--- src/rtl/bb_pkg.sv ---
`timescale 1ns/1ps
package bb_pkg;
  // Default geometry: 18-bit addresses with a 9-bit page field.
  localparam int unsigned ADDR_W_DEF = 18;
  localparam int unsigned PAGE_W_DEF = 9;

  // Outcome of one request as decided by the translate/check logic.
  typedef enum logic [1:0] {
    XS_IDLE  = 2'd0,
    XS_PASS  = 2'd1,
    XS_FAULT = 2'd2
  } xlate_res_e;
endpackage

--- src/rtl/bb_rst_sync.sv ---
`timescale 1ns/1ps
module bb_rst_sync #(
  parameter int unsigned STAGES = 2
) (
  input  logic clk,
  input  logic rst_n,
  output logic rst_n_sync
);
  logic [STAGES-1:0] chain_q;
  logic [STAGES-1:0] chain_d;

  always_comb begin
    chain_d = {chain_q[STAGES-2:0], 1'b1};
  end

  always_ff @(posedge clk or negedge rst_n) begin
    if (!rst_n) begin
      chain_q <= '0;
    end else begin
      chain_q <= chain_d;
    end
  end

  assign rst_n_sync = chain_q[STAGES-1];
endmodule

--- src/rtl/bb_word_reg.sv ---
`timescale 1ns/1ps
module bb_word_reg #(
  parameter int unsigned PAGE_W = bb_pkg::PAGE_W_DEF
) (
  input  logic              clk,
  input  logic              rst_n,
  input  logic              load,
  input  logic [2*PAGE_W-1:0] wdata,
  output logic [PAGE_W-1:0] base,
  output logic [PAGE_W-1:0] bound
);
  localparam int unsigned REG_W  = 2 * PAGE_W;
  localparam int unsigned FIELDS = 2;

  logic [REG_W-1:0] word_q;
  logic [REG_W-1:0] word_d;
  logic [REG_W-1:0] keep_mask;

  // The low bit of every field is wired to zero.
  for (genvar g = 0; g < FIELDS; g++) begin : g_field_mask
    assign keep_mask[g*PAGE_W]                      = 1'b0;
    assign keep_mask[g*PAGE_W+PAGE_W-1:g*PAGE_W+1]  = '1;
  end

  always_comb begin
    word_d = word_q;
    if (load) begin
      word_d = wdata & keep_mask;
    end
  end

  always_ff @(posedge clk or negedge rst_n) begin
    if (!rst_n) begin
      word_q <= '0;
    end else if (load) begin
      word_q <= word_d;
    end
  end

  assign base  = word_q[REG_W-1:PAGE_W];
  assign bound = word_q[PAGE_W-1:0];

  // the word only changes in the cycle after a load strobe.
  assert_hold_without_load_R8: assert property (@(posedge clk) disable iff (!rst_n)
    !$past(load) |-> $stable(word_q));
endmodule

--- src/rtl/bb_xlate.sv ---
`timescale 1ns/1ps
module bb_xlate
  import bb_pkg::*;
#(
  parameter int unsigned ADDR_W = ADDR_W_DEF,
  parameter int unsigned PAGE_W = PAGE_W_DEF
) (
  input  logic              valid,
  input  logic              slave,
  input  logic [ADDR_W-1:0] addr,
  input  logic [PAGE_W-1:0] base,
  input  logic [PAGE_W-1:0] bound,
  output xlate_res_e        res,
  output logic [ADDR_W-1:0] phys
);
  localparam int unsigned OFF_W = ADDR_W - PAGE_W;

  logic [PAGE_W-1:0] page;
  logic [PAGE_W-1:0] page_sum;
  logic [PAGE_W:0]   room;
  logic              out_of_range;

  assign page     = addr[ADDR_W-1:OFF_W];
  assign page_sum = page + base;                     // carry dropped
  assign room     = {1'b0, bound} - {1'b0, page};    // bound minus page
  assign out_of_range = room[PAGE_W] || (room == '0);

  always_comb begin
    res  = XS_IDLE;
    phys = addr;
    if (valid) begin
      if (!slave) begin
        res = XS_PASS;
      end else if (out_of_range) begin
        res = XS_FAULT;
      end else begin
        res  = XS_PASS;
        phys = {page_sum, addr[OFF_W-1:0]};
      end
    end
  end
endmodule

--- src/rtl/bb_reloc_check.sv ---
`timescale 1ns/1ps
module bb_reloc_check
  import bb_pkg::*;
#(
  parameter int unsigned ADDR_W = ADDR_W_DEF,
  parameter int unsigned PAGE_W = PAGE_W_DEF
) (
  input  logic                clk,
  input  logic                rst_n,
  input  logic                req_valid,
  input  logic [ADDR_W-1:0]   req_addr,
  input  logic                slave_mode,
  input  logic                bb_load,
  input  logic [2*PAGE_W-1:0] bb_wdata,
  output logic                mem_req,
  output logic [ADDR_W-1:0]   mem_addr,
  output logic                mem_fault
);
  localparam int unsigned OFF_W = ADDR_W - PAGE_W;

  logic              rst_s;
  logic [PAGE_W-1:0] base;
  logic [PAGE_W-1:0] bound;
  xlate_res_e        res;
  logic [ADDR_W-1:0] phys;

  logic              req_d,   req_q;
  logic              fault_d, fault_q;
  logic [ADDR_W-1:0] addr_d,  addr_q;

  bb_rst_sync #(.STAGES(2)) u_rst_sync (
    .clk        (clk),
    .rst_n      (rst_n),
    .rst_n_sync (rst_s)
  );

  bb_word_reg #(.PAGE_W(PAGE_W)) u_word (
    .clk   (clk),
    .rst_n (rst_s),
    .load  (bb_load),
    .wdata (bb_wdata),
    .base  (base),
    .bound (bound)
  );

  bb_xlate #(.ADDR_W(ADDR_W), .PAGE_W(PAGE_W)) u_xlate (
    .valid (req_valid),
    .slave (slave_mode),
    .addr  (req_addr),
    .base  (base),
    .bound (bound),
    .res   (res),
    .phys  (phys)
  );

  always_comb begin
    req_d   = 1'b0;
    fault_d = 1'b0;
    addr_d  = '0;
    case (res)
      XS_PASS: begin
        req_d  = 1'b1;
        addr_d = phys;
      end
      XS_FAULT: fault_d = 1'b1;
      default: ;
    endcase
  end

  always_ff @(posedge clk or negedge rst_s) begin
    if (!rst_s) begin
      req_q   <= 1'b0;
      fault_q <= 1'b0;
      addr_q  <= '0;
    end else begin
      req_q   <= req_d;
      fault_q <= fault_d;
      addr_q  <= addr_d;
    end
  end

  assign mem_req   = req_q;
  assign mem_fault = fault_q;
  assign mem_addr  = addr_q;

  // a faulted access never strobes memory.
  assert_fault_blocks_req_R6: assert property (@(posedge clk) disable iff (!rst_s)
    !(mem_req && mem_fault));

  // master-mode requests never fault.
  assert_master_no_fault_R2: assert property (@(posedge clk) disable iff (!rst_s)
    !$past(slave_mode) |-> !mem_fault);

  // the offset field reaches memory unchanged.
  assert_offset_kept_R3: assert property (@(posedge clk) disable iff (!rst_s)
    mem_req |-> (mem_addr[OFF_W-1:0] == $past(req_addr[OFF_W-1:0])));

  // no request, no activity in the following cycle.
  assert_idle_quiet_R9: assert property (@(posedge clk) disable iff (!rst_s)
    !$past(req_valid) |-> !(mem_req || mem_fault));
endmodule

--- config.mk ---
export PLATFORM = sky130hd
export DESIGN_NAME = bb_reloc_check
export DESIGN_NICKNAME = d
export VERILOG_FILES = /design/src/rtl/bb_pkg.sv /design/src/rtl/bb_rst_sync.sv /design/src/rtl/bb_word_reg.sv /design/src/rtl/bb_xlate.sv /design/src/rtl/bb_reloc_check.sv
export SDC_FILE = /design/constraint.sdc
export NUM_CORES = 1
export LEC_CHECK = 0
export BUFFER_PORTS_ARGS = -buffer_cell sky130_fd_sc_hd__buf_2
export CAP_MARGIN = 15
export CORE_MARGIN = 10
export CORE_UTILIZATION = 40
export DETAILED_ROUTE_END_ITERATION = 8
export GPL_TIMING_DRIVEN = 0
export PLACE_DENSITY = 0.74
export SLEW_MARGIN = 40
export SYNTH_ARGS = -nofsm -noshare
export SYNTH_HDL_FRONTEND = slang
export SYNTH_SLANG_ARGS = --single-unit
export TNS_END_PERCENT = 5
--- constraint.sdc ---
create_clock -name clk -period 1.5 [get_ports clk]
set_input_delay 0 -clock clk [delete_from_list [all_inputs] [get_ports clk]]
set_output_delay 0 -clock clk [all_outputs]
set_load 0.02 [all_outputs]
==> flow_metrics.env, run 1 <==
export IMPL_maxCapViolCount=0
export IMPL_syn_nets=211
export IMPL_drive_above_1_share_pct=48.1
export IMPL_clock_latency_ns=0.29
export IMPL_power_density_cell_area_mw_per_mm2=961
export IMPL_grt_overflow_total=0
export IMPL_cpMaxStageDelayCell="sky130_fd_sc_hd__dfrtp_1"
export IMPL_drc=0
export IMPL_antenna_cells=0
export IMPL_synth_edff_count=0
export IMPL_clkSlewWorstSetupHoldPaths_ns=0.07
export IMPL_finalWorstSetupSlack_ns=-0.665
export IMPL_path_class="flop to flop"
export IMPL_preCtsSetupSlack_ns=-0.684
export IMPL_timing_critical_path_max_delay_family="compound AO/OA/AOI/OAI gates"
export IMPL_fmax_mhz=462
export IMPL_worst_ir_drop_vdd_mv=0.467
export IMPL_worst_slew_margin_rel_pct=61.3
export IMPL_critical_path_reg2reg_endpoint="mem_addr[8]$_DFF_PN0_"
export IMPL_cts_htree_levels=2
export IMPL_worst_endpoint_arrival_ns=2.35
export IMPL_total_number_of_vias=1564
export IMPL_fp_row_count=25
export IMPL_hold_viol_final=0
export IMPL_timing_worst_slew_pin_value_ns=0.581
export IMPL_syn_area_per_cell_sq_um=12.4
export IMPL_synth_ff_type="sky130_fd_sc_hd__dfrtp_1"
export IMPL_ys_types=38
export IMPL_cp_end_kind="flop"
export IMPL_run_status="finished with violations"
export IMPL_area_growth_synth_to_final_pct=55.3
export IMPL_grt_start_max_net_pins=20
export IMPL_min_delay_path_class="primary input to asynchronous set/reset pin"
export IMPL_dieArea_sq_mm=0.00796
export IMPL_post_synth_inst_count=154
export IMPL_worstReg2RegStart="u_word.word_q[1]$_DFFE_PN0P_"
export IMPL_wirelength_um=4870
export IMPL_drt_pass1_iter_count=4
export IMPL_number_of_antenna_violations_at_the_first_check_in_global_routing=0
export IMPL_violations="negative setup slack"
export IMPL_core_sq_mm=0.00469
export IMPL_worst_path_largest_cell_delay_ns=0.41
export IMPL_synth_yosys_seq_area_share_pct=49.6
export IMPL_path_buf_inv=1
export IMPL_total_power_mw=2.86
export IMPL_synthesis_yosys_warnings=0
export IMPL_crit_fanout=5
export IMPL_nets=316
export IMPL_vertical_extent_of_the_die_um=89.2
export IMPL_global_route_usage_total_pct=12.7
export IMPL_portBuffers=57
export IMPL_cp_start_kind="flop"
export IMPL_post_syn_area_sq_mm=0.00192
export IMPL_routedWlPerCell_um=15.5
export IMPL_initial_core_util_pct=40.8
export IMPL_r2r_slack_ns=-0.67
export IMPL_cts_num_sinks=38
export IMPL_setup_repair_after_global_routing_missed_its_margin="true"
export IMPL_slew_viol_final=0
export IMPL_post_dp_cell_area_sq_mm=0.00233
export IMPL_cts_tree="built"
export IMPL_i_o_pins=61
export IMPL_power_leakage_nw=1.44
export IMPL_first_global_vias=1659
export IMPL_via_per_inst=4.98
export IMPL_cts_inserted_buffers=5
export IMPL_timing_critical_path_cells="ha_4, nand2b_4, a21oi_4, o21ai_4, xnor2_2, o32ai_4, a21boi_2, buf_2, and2_1"
export IMPL_cts_root_buf="sky130_fd_sc_hd__clkbuf_8"
export IMPL_globalplace_congestion=0.772
export IMPL_route_antenna_remaining_nets=0
export IMPL_final_cell_area_sq_mm=0.00297
export IMPL_cts_max_path_buffers=2
export IMPL_postSynth_asyncResetShare_pct=100
export IMPL_global_route_wire_length_before_repair_um=7730
export IMPL_final_setup_viol_count=20
export IMPL_layout_min_cycle_time_ns=2.17
export IMPL_cp_required_ns=1.68
export IMPL_worstRegToRegCells=9
export IMPL_yosys_register_bits=38
export IMPL_final_period_utilization_pct=144
export IMPL_worst_clock_skew_ns=0.00801
export IMPL_die_w_um=89.2
export IMPL_drt_first_iter_violations=35
export IMPL_detailedPlacementHpwl_um=3400
## layout make-up
cell class | count | area (sq um)
fillers | 348 | 1720
multi-input cells | 103 | 1090
flip-flops and latches | 38 | 952
repair buffers | 98 | 699
clock buffers | 5 | 68.8
well taps | 54 | 67.6
clock inverters | 3 | 40.0
inverters | 9 | 33.8
plain buffers | 4 | 22.5
## synth_stat cells, types with 2 or more instances
master / instances / share of area [%]
sky130_fd_sc_hd__a21o_1: 4 / 1.6
sky130_fd_sc_hd__a21oi_1: 4 / 1.0
sky130_fd_sc_hd__a22o_1: 7 / 3.2
sky130_fd_sc_hd__and2_1: 10 / 3.3
sky130_fd_sc_hd__clkbuf_1: 2 / 0.39
sky130_fd_sc_hd__dfrtp_1: 38 / 50
sky130_fd_sc_hd__ha_1: 15 / 9.8
sky130_fd_sc_hd__inv_1: 9 / 1.8
sky130_fd_sc_hd__mux2_2: 16 / 9.4
sky130_fd_sc_hd__nand2_1: 3 / 0.59
sky130_fd_sc_hd__nand2b_1: 2 / 0.65
sky130_fd_sc_hd__nand3_1: 2 / 0.52
sky130_fd_sc_hd__nand4_1: 2 / 0.65
sky130_fd_sc_hd__nor2_1: 3 / 0.59
sky130_fd_sc_hd__nor2_2: 2 / 0.65
sky130_fd_sc_hd__nor2b_1: 3 / 0.98
sky130_fd_sc_hd__nor3_1: 3 / 0.78
sky130_fd_sc_hd__o21ai_2: 2 / 0.91
sky130_fd_sc_hd__o221ai_1: 2 / 0.91
sky130_fd_sc_hd__or3_1: 2 / 0.65
sky130_fd_sc_hd__xnor2_1: 4 / 1.8
sky130_fd_sc_hd__xor2_1: 3 / 1.4
## logic make-up (layout without fill, tap and decap cells)
family                     after synthesis  after routing  share of synthesized area (%)
AOI/OAI and AO/OA                       29             29                           13.3
xor gates and xnor gates                 7              7                           3.20
adders and majority gates               16             16                           10.8
buffers and inverters                   13            119                           2.94
DFF                                     38             38                           49.6
muxes                                   16             16                           9.41
other                                    1              1                          0.196
and+or+nand+nor                         34             34                           10.5
## placed cells by master (no fill, tap or decap), types with 3 or more instances in the layout
cell type                       count
sky130_fd_sc_hd__a21o_1             4
sky130_fd_sc_hd__buf_4              4
sky130_fd_sc_hd__dfrtp_1           37
sky130_fd_sc_hd__ha_4               5
sky130_fd_sc_hd__xnor2_1            3
sky130_fd_sc_hd__xor2_1             3
sky130_fd_sc_hd__clkbuf_8           5
sky130_fd_sc_hd__ha_1               9
sky130_fd_sc_hd__mux2_2            16
sky130_fd_sc_hd__nand2_1            3
sky130_fd_sc_hd__and2_1             4
sky130_fd_sc_hd__a22o_1             7
sky130_fd_sc_hd__nor2_1             3
sky130_fd_sc_hd__dlygate4sd3_1     34
sky130_fd_sc_hd__buf_2             58
sky130_fd_sc_hd__and2_4             6
sky130_fd_sc_hd__inv_1              9
## stage by stage
step                cells  hold slack [ns]  util (%)  setup TNS (ns)
floorplan             154           -0.296         -           -8.69
global placement      265           -0.215      49.1          -12.73
detailed placement    266           -0.212      49.7          -11.94
CTS                   311          0.00483      61.8          -11.40
global route          314           0.0203      63.4          -13.50
finish                314           0.0233      63.4          -11.69
## worst max path at each step
stage	startpoint	to	slack (ns)	cells past startpoint
4_1_cts	u_word.word_q[4]$_DFFE_PN0P_	mem_addr[5]$_DFF_PN0_	-0.60	8
2_1_floorplan	u_word.word_q[4]$_DFFE_PN0P_	mem_addr[1]$_DFF_PN0_	-0.49	8
3_5_place_dp	u_word.word_q[11]$_DFFE_PN0P_	mem_addr[17]$_DFF_PN0_	-0.68	7
6_report	u_word.word_q[1]$_DFFE_PN0P_	mem_addr[8]$_DFF_PN0_	-0.67	9
3_3_place_gp	u_word.word_q[11]$_DFFE_PN0P_	mem_addr[17]$_DFF_PN0_	-0.64	7
5_1_grt	u_word.word_q[2]$_DFFE_PN0P_	mem_addr[8]$_DFF_PN0_	-0.75	9
## power by group
part	internal [mW]	total, mW	switching, mW
clock	0.489	0.840	0.351
combinational	0.447	0.854	0.406
sequential	1.11	1.16	0.0523
## timing repair
action                                  in CTS  in global routing
buffers inserted                             3                  2
endpoints found under the hold margin       35                  0
hold buffers                                34                  0
gates resized for setup                     13                 13
endpoints found under the setup margin      20                 20
pin swaps                                   11                 16
cloned                                       0                  1
## metal layers
| layer | up-vias | routed length [um] | global-route usage [%] |
|---|---|---|---|
| li1 | 756 | - | - |
| met1 | 744 | 1970 | 13.8 |
| met2 | 54 | 2400 | 21.6 |
| met3 | 10 | 409 | 4.56 |
| met4 | 0 | 91 | 5.64 |
| met5 | - | 0 | 0 |
## flip-flops by register name (all words and copies together) (netlist names)
| name | cells |
|---|---|
| u_word.word_q | 16 |
| mem_addr | 18 |
| mem_fault | 1 |
| u_rst_sync.chain_q | 2 |
| mem_req | 1 |
Note: power is estimated with default switching activity, not from simulation.
==> inputs of run 2 (changes only) <==
--- a/config.mk
+++ b/config.mk
@@ -9,9 +9,10 @@
 export CAP_MARGIN = 15
 export CORE_MARGIN = 10
 export CORE_UTILIZATION = 40
+export CTS_CLUSTER_DIAMETER = 30
 export DETAILED_ROUTE_END_ITERATION = 8
 export GPL_TIMING_DRIVEN = 0
-export PLACE_DENSITY = 0.74
+export PLACE_DENSITY = 0.68
 export SLEW_MARGIN = 40
 export SYNTH_ARGS = -nofsm -noshare
 export SYNTH_HDL_FRONTEND = slang
==> run 2 against run 1 <==
Net effect:
- the run still ends with negative setup slack left
- largest cell class unchanged
- worst setup slack better by 0.027 ns
- final area down 3.4%
- count of clock-buffer cells in the layout increased by 1
- worst hold slack is essentially flat
- critical path depth is the same
- critical path type unchanged
- cell count down 1.3%
==> flow_metrics.env, run 2 (same netlist as run 1, synthesis figures left out) <==
export IMPL_run_status="finished with violations"
export IMPL_violations="negative setup slack"
export IMPL_worstSetupEndpoint="mem_addr[5]$_DFF_PN0_"
export IMPL_number_of_antenna_violations_at_the_first_check_in_global_routing=0
export IMPL_cp_start_kind="flop"
export IMPL_drt_pass1_iter_count=4
export IMPL_via_per_inst=4.87
export IMPL_crit_start="u_word.word_q[1]$_DFFE_PN0P_"
export IMPL_setup_tns_final_ns=-11.33
export IMPL_worst_endpoint_arrival_ns=2.32
export IMPL_clock_latency_ns=0.29
export IMPL_antenna_cells=0
export IMPL_cpMaxStageDelayCell="sky130_fd_sc_hd__dfrtp_1"
export IMPL_worst_slew_margin_rel_pct=57.9
export IMPL_cp_required_ns=1.68
export IMPL_cts_tree="built"
export IMPL_i_o_pins=61
export IMPL_globalplace_congestion=0.773
export IMPL_nFillCells=380
export IMPL_vertical_extent_of_the_die_um=89.2
export IMPL_worstRegToRegCells=9
export IMPL_worst_ir_drop_vdd_mv=0.543
export IMPL_crit_fanout=10
export IMPL_area_of_the_multi_input_gates_sq_mm=0.00103
export IMPL_min_delay_path_class="primary input to flop"
export IMPL_path_buf_inv=1
export IMPL_grt_start_max_net_pins=23
export IMPL_final_setup_viol_count=20
export IMPL_die_w_um=89.2
export IMPL_wirelength_um=4780
export IMPL_timing_worst_slew_pin_value_ns=0.632
export IMPL_dieArea_sq_mm=0.00796
export IMPL_global_route_usage_total_pct=12.1
export IMPL_total_power_mw=2.67
export IMPL_cts_max_path_buffers=2
export IMPL_clkSlewWorstSetupHoldPaths_ns=0.07
export IMPL_timing_critical_path_cells="ha_4, nand2b_4, a21oi_4, o21ai_4, xnor2_2, o32ai_4, a21boi_2, buf_6, and2_1"
export IMPL_hold_viol_final=0
export IMPL_first_global_vias=1590
export IMPL_fp_row_count=25
export IMPL_total_number_of_vias=1511
export IMPL_finalWorstSetupSlack_ns=-0.638
export IMPL_worst_path_stages=9
export IMPL_cp_end_kind="flop"
export IMPL_cts_htree_levels=2
export IMPL_global_route_wire_length_before_repair_um=7410
export IMPL_final_period_utilization_pct=143
export IMPL_power_leakage_nw=1.38
export IMPL_worstReg2RegStart="u_word.word_q[1]$_DFFE_PN0P_"
export IMPL_routedWlPerCell_um=15.4
export IMPL_layout_common_cells="sky130_fd_sc_hd__buf_2 (57), sky130_fd_sc_hd__dfrtp_1 (37), sky130_fd_sc_hd__dlygate4sd3_1 (34)"
export IMPL_slew_viol_final=0
export IMPL_worst_path_largest_cell_delay_ns=0.41
export IMPL_cts_num_sinks=38
export IMPL_setup_repair_after_global_routing_missed_its_margin="true"
export IMPL_drt_first_iter_violations=33
export IMPL_grt_overflow_total=0
export IMPL_cts_inserted_buffers=5
export IMPL_drc=0
export IMPL_fmax_mhz=468
export IMPL_path_class="flop to flop"
export IMPL_ff_latch_area_sq_um=952
export IMPL_preCtsSetupSlack_ns=-0.638
export IMPL_power_density_cell_area_mw_per_mm2=930
export IMPL_layout_min_cycle_time_ns=2.14
export IMPL_route_antenna_remaining_nets=0
export IMPL_critical_path_reg2reg_endpoint="mem_addr[5]$_DFF_PN0_"
export IMPL_worst_clock_skew_ns=0.00323
export IMPL_maxCapViolCount=0
export IMPL_nets=312
export IMPL_largest_register_ffs=18
export IMPL_final_common_cell="sky130_fd_sc_hd__buf_2"
export IMPL_initial_core_util_pct=40.8
export IMPL_r2r_slack_ns=-0.64
export IMPL_drive_above_1_share_pct=43.0
export IMPL_core_sq_mm=0.00469
export IMPL_detailedPlacementHpwl_um=3510
export IMPL_timing_critical_path_max_delay_family="compound AO/OA/AOI/OAI gates"
export IMPL_area_growth_synth_to_final_pct=50.0
export IMPL_portBuffers=57
export IMPL_cts_root_buf="sky130_fd_sc_hd__clkbuf_8"
## run 2: changes by cell type in the layout (fill, tap and decap cells not counted), sizes merged
cell and delta:
buf -4, bufinv -1, clkbuf +1, clkinv -1, clkinvlp +1
## run 2: per-stage QoR
step                instance area (sq um)  util (%)  instances  hold slack, ns
detailed placement                   2330      49.7        266          -0.212
finish                               2870      61.3        310          0.0233
CTS                                  2780      59.2        308         0.00993
floorplan                            1950         -        154          -0.296
global placement                     2300      49.1        265          -0.215
global route                         2870      61.3        310          0.0180
## run 2: power by group
group	internal (mW)	leakage (nW)	switching, mW
sequential	1.11	0.474	0.0514
clock	0.369	0.0472	0.355
combinational	0.406	0.862	0.379
## run 2: worst min-delay path by stage
stage	start	end	cells past startpoint
5_1_grt	slave_mode	mem_addr[17]$_DFF_PN0_	2
3_5_place_dp	rst_n	u_rst_sync.chain_q[0]$_DFF_PN0_	1
3_3_place_gp	rst_n	u_rst_sync.chain_q[1]$_DFF_PN0_	1
2_1_floorplan	rst_n	u_rst_sync.chain_q[0]$_DFF_PN0_	0
6_report	slave_mode	mem_addr[17]$_DFF_PN0_	2
4_1_cts	rst_n	u_rst_sync.chain_q[1]$_DFF_PN0_	2
## run 2: cell type report
cell class | count | area share, %
Multi-Input combinational cell | 103 | 36.0
Sequential cell | 38 | 33.1
Timing Repair Buffer | 94 | 23.2
Clock buffer | 6 | 2.87
Tap cell | 54 | 2.35
Inverter | 9 | 1.18
Buffer | 4 | 0.784
Clock inverter | 2 | 0.435
## run 2: worst register-to-register path: stages (launching register included)
cell and delay [ns]:
sky130_fd_sc_hd__dfrtp_1 0.41, sky130_fd_sc_hd__ha_4 0.29, sky130_fd_sc_hd__nand2b_4 0.06, sky130_fd_sc_hd__a21oi_4 0.22, sky130_fd_sc_hd__o21ai_4 0.09, sky130_fd_sc_hd__xnor2_2 0.15
sky130_fd_sc_hd__o32ai_4 0.38, sky130_fd_sc_hd__a21boi_2 0.12, sky130_fd_sc_hd__buf_6 0.15, sky130_fd_sc_hd__and2_1 0.16
## run 2: timing repair
item,in CTS,in global routing
gates cloned,0,0
setup endpoints to repair,20,20
hold buffers,34,0
gates resized for setup,2,10
pin swaps,0,5
endpoints found under the hold margin,35,0
buffers inserted,0,2
## run 2: metal layers
metal	part of all wire, %	global-route usage [%]
met1	38	12.5
met2	57	22.6
met3	3.0	3.01
met4	2.3	5.20
met5	0	0
==> inputs of run 3 (changes only) <==
--- a/config.mk
+++ b/config.mk
@@ -12,9 +12,10 @@
 export CTS_CLUSTER_DIAMETER = 30
 export DETAILED_ROUTE_END_ITERATION = 8
 export GPL_TIMING_DRIVEN = 0
-export PLACE_DENSITY = 0.68
+export PLACE_DENSITY = 0.66
 export SLEW_MARGIN = 40
 export SYNTH_ARGS = -nofsm -noshare
 export SYNTH_HDL_FRONTEND = slang
+export SYNTH_HIERARCHICAL = 1
 export SYNTH_SLANG_ARGS = --single-unit
 export TNS_END_PERCENT = 5
==> constraint.sdc (replaced) <==
create_clock -name clk -period 2.49 [get_ports clk]
set_input_delay 0 -clock clk [delete_from_list [all_inputs] [get_ports clk]]
set_output_delay 0 -clock clk [all_outputs]
set_load 0.02 [all_outputs]
==> run 3 against run 2 <==
Net effect:
- clock power is 39% lower
- routed wire length grew 6.1%
- utilization down 5.8 points
- first-iteration DRC count up 48%
- synthesized area up 26%
- worst setup slack improved by 0.45 ns
- combinational power shrank 26%
- global-route usage down 1.1 points
- final area rose by 14%
- critical path depth did not move
- highest routed layer unchanged
- the flow still finishes with violations (negative setup slack)
==> flow_metrics.env, run 3 <==
export IMPL_power_leakage_nw=1.65
export IMPL_nets=356
export IMPL_cts_htree_levels=2
export IMPL_postSynth_asyncResetShare_pct=100
export IMPL_clock_latency_ns=0.29
export IMPL_cts_inserted_buffers=5
export IMPL_maxCapViolCount=0
export IMPL_syn_area_per_cell_sq_um=11.6
export IMPL_finalWorstSetupSlack_ns=-0.189
export IMPL_cpMaxStageDelayCell="sky130_fd_sc_hd__or4_1"
export IMPL_timing_critical_path_cells="ha_4, a21o_1, or4_1, o211a_1, nor4_4, nor2_4, buf_12, mux2_4, and3b_1"
export IMPL_i_o_pins=61
export IMPL_fmax_mhz=373
export IMPL_violations="negative setup slack"
export IMPL_min_delay_path_class="primary input to flop"
export IMPL_global_route_wire_length_before_repair_um=8780
export IMPL_crit_fanout=7
export IMPL_final_period_utilization_pct=108
export IMPL_synth_top_cell_area_share_pct=39.5
export IMPL_die_w_um=97.6
export IMPL_cts_max_path_buffers=2
export IMPL_core_sq_mm=0.00589
export IMPL_synth_ff_type="sky130_fd_sc_hd__dfrtp_1"
export IMPL_cts_num_sinks=38
export IMPL_path_buf_inv=1
export IMPL_path_class="flop to flop"
export IMPL_detailedPlacementHpwl_um=3910
export IMPL_drt_first_iter_violations=49
export IMPL_ys_top_cells_by_area="sky130_fd_sc_hd__dfrtp_1 (40%), sky130_fd_sc_hd__mux2_4 (9.4%), sky130_fd_sc_hd__ha_1 (8.8%)"
export IMPL_critical_path_reg2reg_endpoint="mem_addr[9]$_DFF_PN0_"
export IMPL_dieArea_sq_mm=0.00952
export IMPL_via_per_inst=4.73
export IMPL_drive_above_1_share_pct=40.4
export IMPL_post_syn_area_sq_mm=0.00241
export IMPL_total_number_of_vias=1758
export IMPL_ys_types=42
export IMPL_grt_start_max_net_pins=37
export IMPL_fp_row_count=28
export IMPL_clkSlewWorstSetupHoldPaths_ns=0.08
export IMPL_synth_edff_count=0
export IMPL_cp_start_kind="flop"
export IMPL_post_synth_inst_count=207
export IMPL_layout_min_cycle_time_ns=2.68
export IMPL_worstReg2RegStart="u_word/word_q[4]$_DFFE_PN0P_"
export IMPL_grt_overflow_total=0
export IMPL_wirelength_um=5070
export IMPL_layout_common_cells="sky130_fd_sc_hd__buf_2 (48), sky130_fd_sc_hd__dfrtp_1 (37), sky130_fd_sc_hd__dlygate4sd3_1 (26)"
export IMPL_worstHoldStart="bb_load"
export IMPL_worst_endpoint_arrival_ns=2.86
export IMPL_synth_yosys_seq_area_share_pct=39.5
export IMPL_final_setup_viol_count=20
export IMPL_cp_required_ns=2.67
export IMPL_route_antenna_remaining_nets=0
export IMPL_slew_viol_final=0
export IMPL_worst_ir_drop_vdd_mv=0.285
export IMPL_synth_most_common_cell="sky130_fd_sc_hd__dfrtp_1"
export IMPL_global_route_usage_total_pct=11.0
export IMPL_setup_repair_after_global_routing_missed_its_margin="true"
export IMPL_cts_tree="built"
export IMPL_hold_viol_final=0
export IMPL_vertical_extent_of_the_die_um=97.6
export IMPL_r2r_slack_ns=-0.19
export IMPL_cell_type_contributing_the_most_total_cell_area_after_synthesis="sky130_fd_sc_hd__dfrtp_1"
export IMPL_min_delay_path_depth=2
export IMPL_min_to="u_word/word_q[15]$_DFFE_PN0P_"
export IMPL_power_density_cell_area_mw_per_mm2=530
export IMPL_area_growth_synth_to_final_pct=35.7
export IMPL_first_global_vias=1872
export IMPL_synthesis_yosys_warnings=6
export IMPL_setup_tns_final_ns=-2.58
export IMPL_final_common_cell="sky130_fd_sc_hd__buf_2"
export IMPL_worstRegToRegCells=9
export IMPL_largest_register_ffs=18
export IMPL_worst_clock_skew_ns=0.00350
export IMPL_post_synth_most_frequent_cells="sky130_fd_sc_hd__dfrtp_1 (38), sky130_fd_sc_hd__and3b_1 (18), sky130_fd_sc_hd__ha_1 (17)"
export IMPL_drc=0
export IMPL_antenna_cells=0
export IMPL_post_route_util_pct=55.5
export IMPL_cp_end_kind="flop"
export IMPL_timing_critical_path_max_delay_family="simple AND/OR/NAND/NOR gates"
export IMPL_routedWlPerCell_um=13.6
export IMPL_worst_path_largest_cell_delay_ns=0.51
export IMPL_portBuffers=48
export IMPL_initial_core_util_pct=40.9
export IMPL_drt_pass1_iter_count=4
export IMPL_run_status="finished with violations"
export IMPL_number_of_antenna_violations_at_the_first_check_in_global_routing=0
export IMPL_yosys_register_bits=38
export IMPL_globalplace_congestion=0.880
export IMPL_cts_root_buf="sky130_fd_sc_hd__clkbuf_8"
run 3: changes by cell type after synthesis, moves of 10 or more:
cell	change
sky130_fd_sc_hd__and2_1	-10
sky130_fd_sc_hd__and3b_1	+18
sky130_fd_sc_hd__buf_4	+11
sky130_fd_sc_hd__mux2_2	-10
sky130_fd_sc_hd__mux2_4	+15
run 3: logic make-up after synthesis:
group	share of synthesized area, %
simple gates	14.0
flops	39.5
compound gates	9.83
buf+inv	8.42
mux	13.4
fa+ha+maj	10.5
xor+xnor	4.00
other cells	0.312
run 3: metal layers:
| layer | vias to the layer above | wire length (um) | GRT usage, % |
|---|---|---|---|
| met5 | - | 0 | 0 |
| met4 | 0 | 68 | 4.70 |
| met3 | 4 | 308 | 2.84 |
| met2 | 44 | 2620 | 19.0 |
| met1 | 818 | 2080 | 12.6 |
| li1 | 892 | - | - |
run 3: area by class of cell:
cell class                 instances  area [sq um]
fill                             515          2620
multi-input combinational        138          1340
sequential                        38           955
timing repair buffer              81           566
buffer                            17           159
tap                               75          93.8
clock buffer                       6          82.6
inverter                          15          56.3
clock inverter                     2          12.5
run 3: per-stage QoR:
| step | instances | area [sq um] | setup slack [ns] | total power, mW | hold slack [ns] |
|---|---|---|---|---|---|
| floorplan | 208 | 2420 | -0.0225 | 1.10 | -0.296 |
| global placement | 331 | 2760 | -0.186 | 1.20 | -0.215 |
| finish | 372 | 3270 | -0.189 | 1.73 | 0.00636 |
| global route | 372 | 3270 | -0.305 | 1.85 | 0.00772 |
| detailed placement | 331 | 2760 | -0.227 | 1.21 | -0.212 |
| CTS | 372 | 3250 | -0.173 | 1.74 | 0.00416 |
run 3: how the worst max path moves through the flow:
stage / to / cells after the start / start / slack [ns]
6_report: mem_addr[9]$_DFF_PN0_ / 9 / u_word/word_q[4]$_DFFE_PN0P_ / -0.19
5_1_grt: mem_addr[14]$_DFF_PN0_ / 10 / u_word/word_q[1]$_DFFE_PN0P_ / -0.30
4_1_cts: mem_addr[9]$_DFF_PN0_ / 9 / u_word/word_q[4]$_DFFE_PN0P_ / -0.17
3_5_place_dp: mem_addr[7]$_DFF_PN0_ / 10 / u_word/word_q[2]$_DFFE_PN0P_ / -0.23
3_3_place_gp: mem_addr[9]$_DFF_PN0_ / 9 / u_word/word_q[1]$_DFFE_PN0P_ / -0.19
2_1_floorplan: mem_addr[16]$_DFF_PN0_ / 9 / u_word/word_q[1]$_DFFE_PN0P_ / -0.02
run 3: timing repair:
action	CTS	global route
hold buffers	26	0
endpoints found under the hold margin	27	0
endpoints found under the setup margin	20	20
resized for setup	11	5
pin swaps	10	1
setup buffers	7	0
run 3: power by group:
part,internal (mW),switching [mW]
registers,0.669,0.0370
logic,0.315,0.270
clock network,0.223,0.217
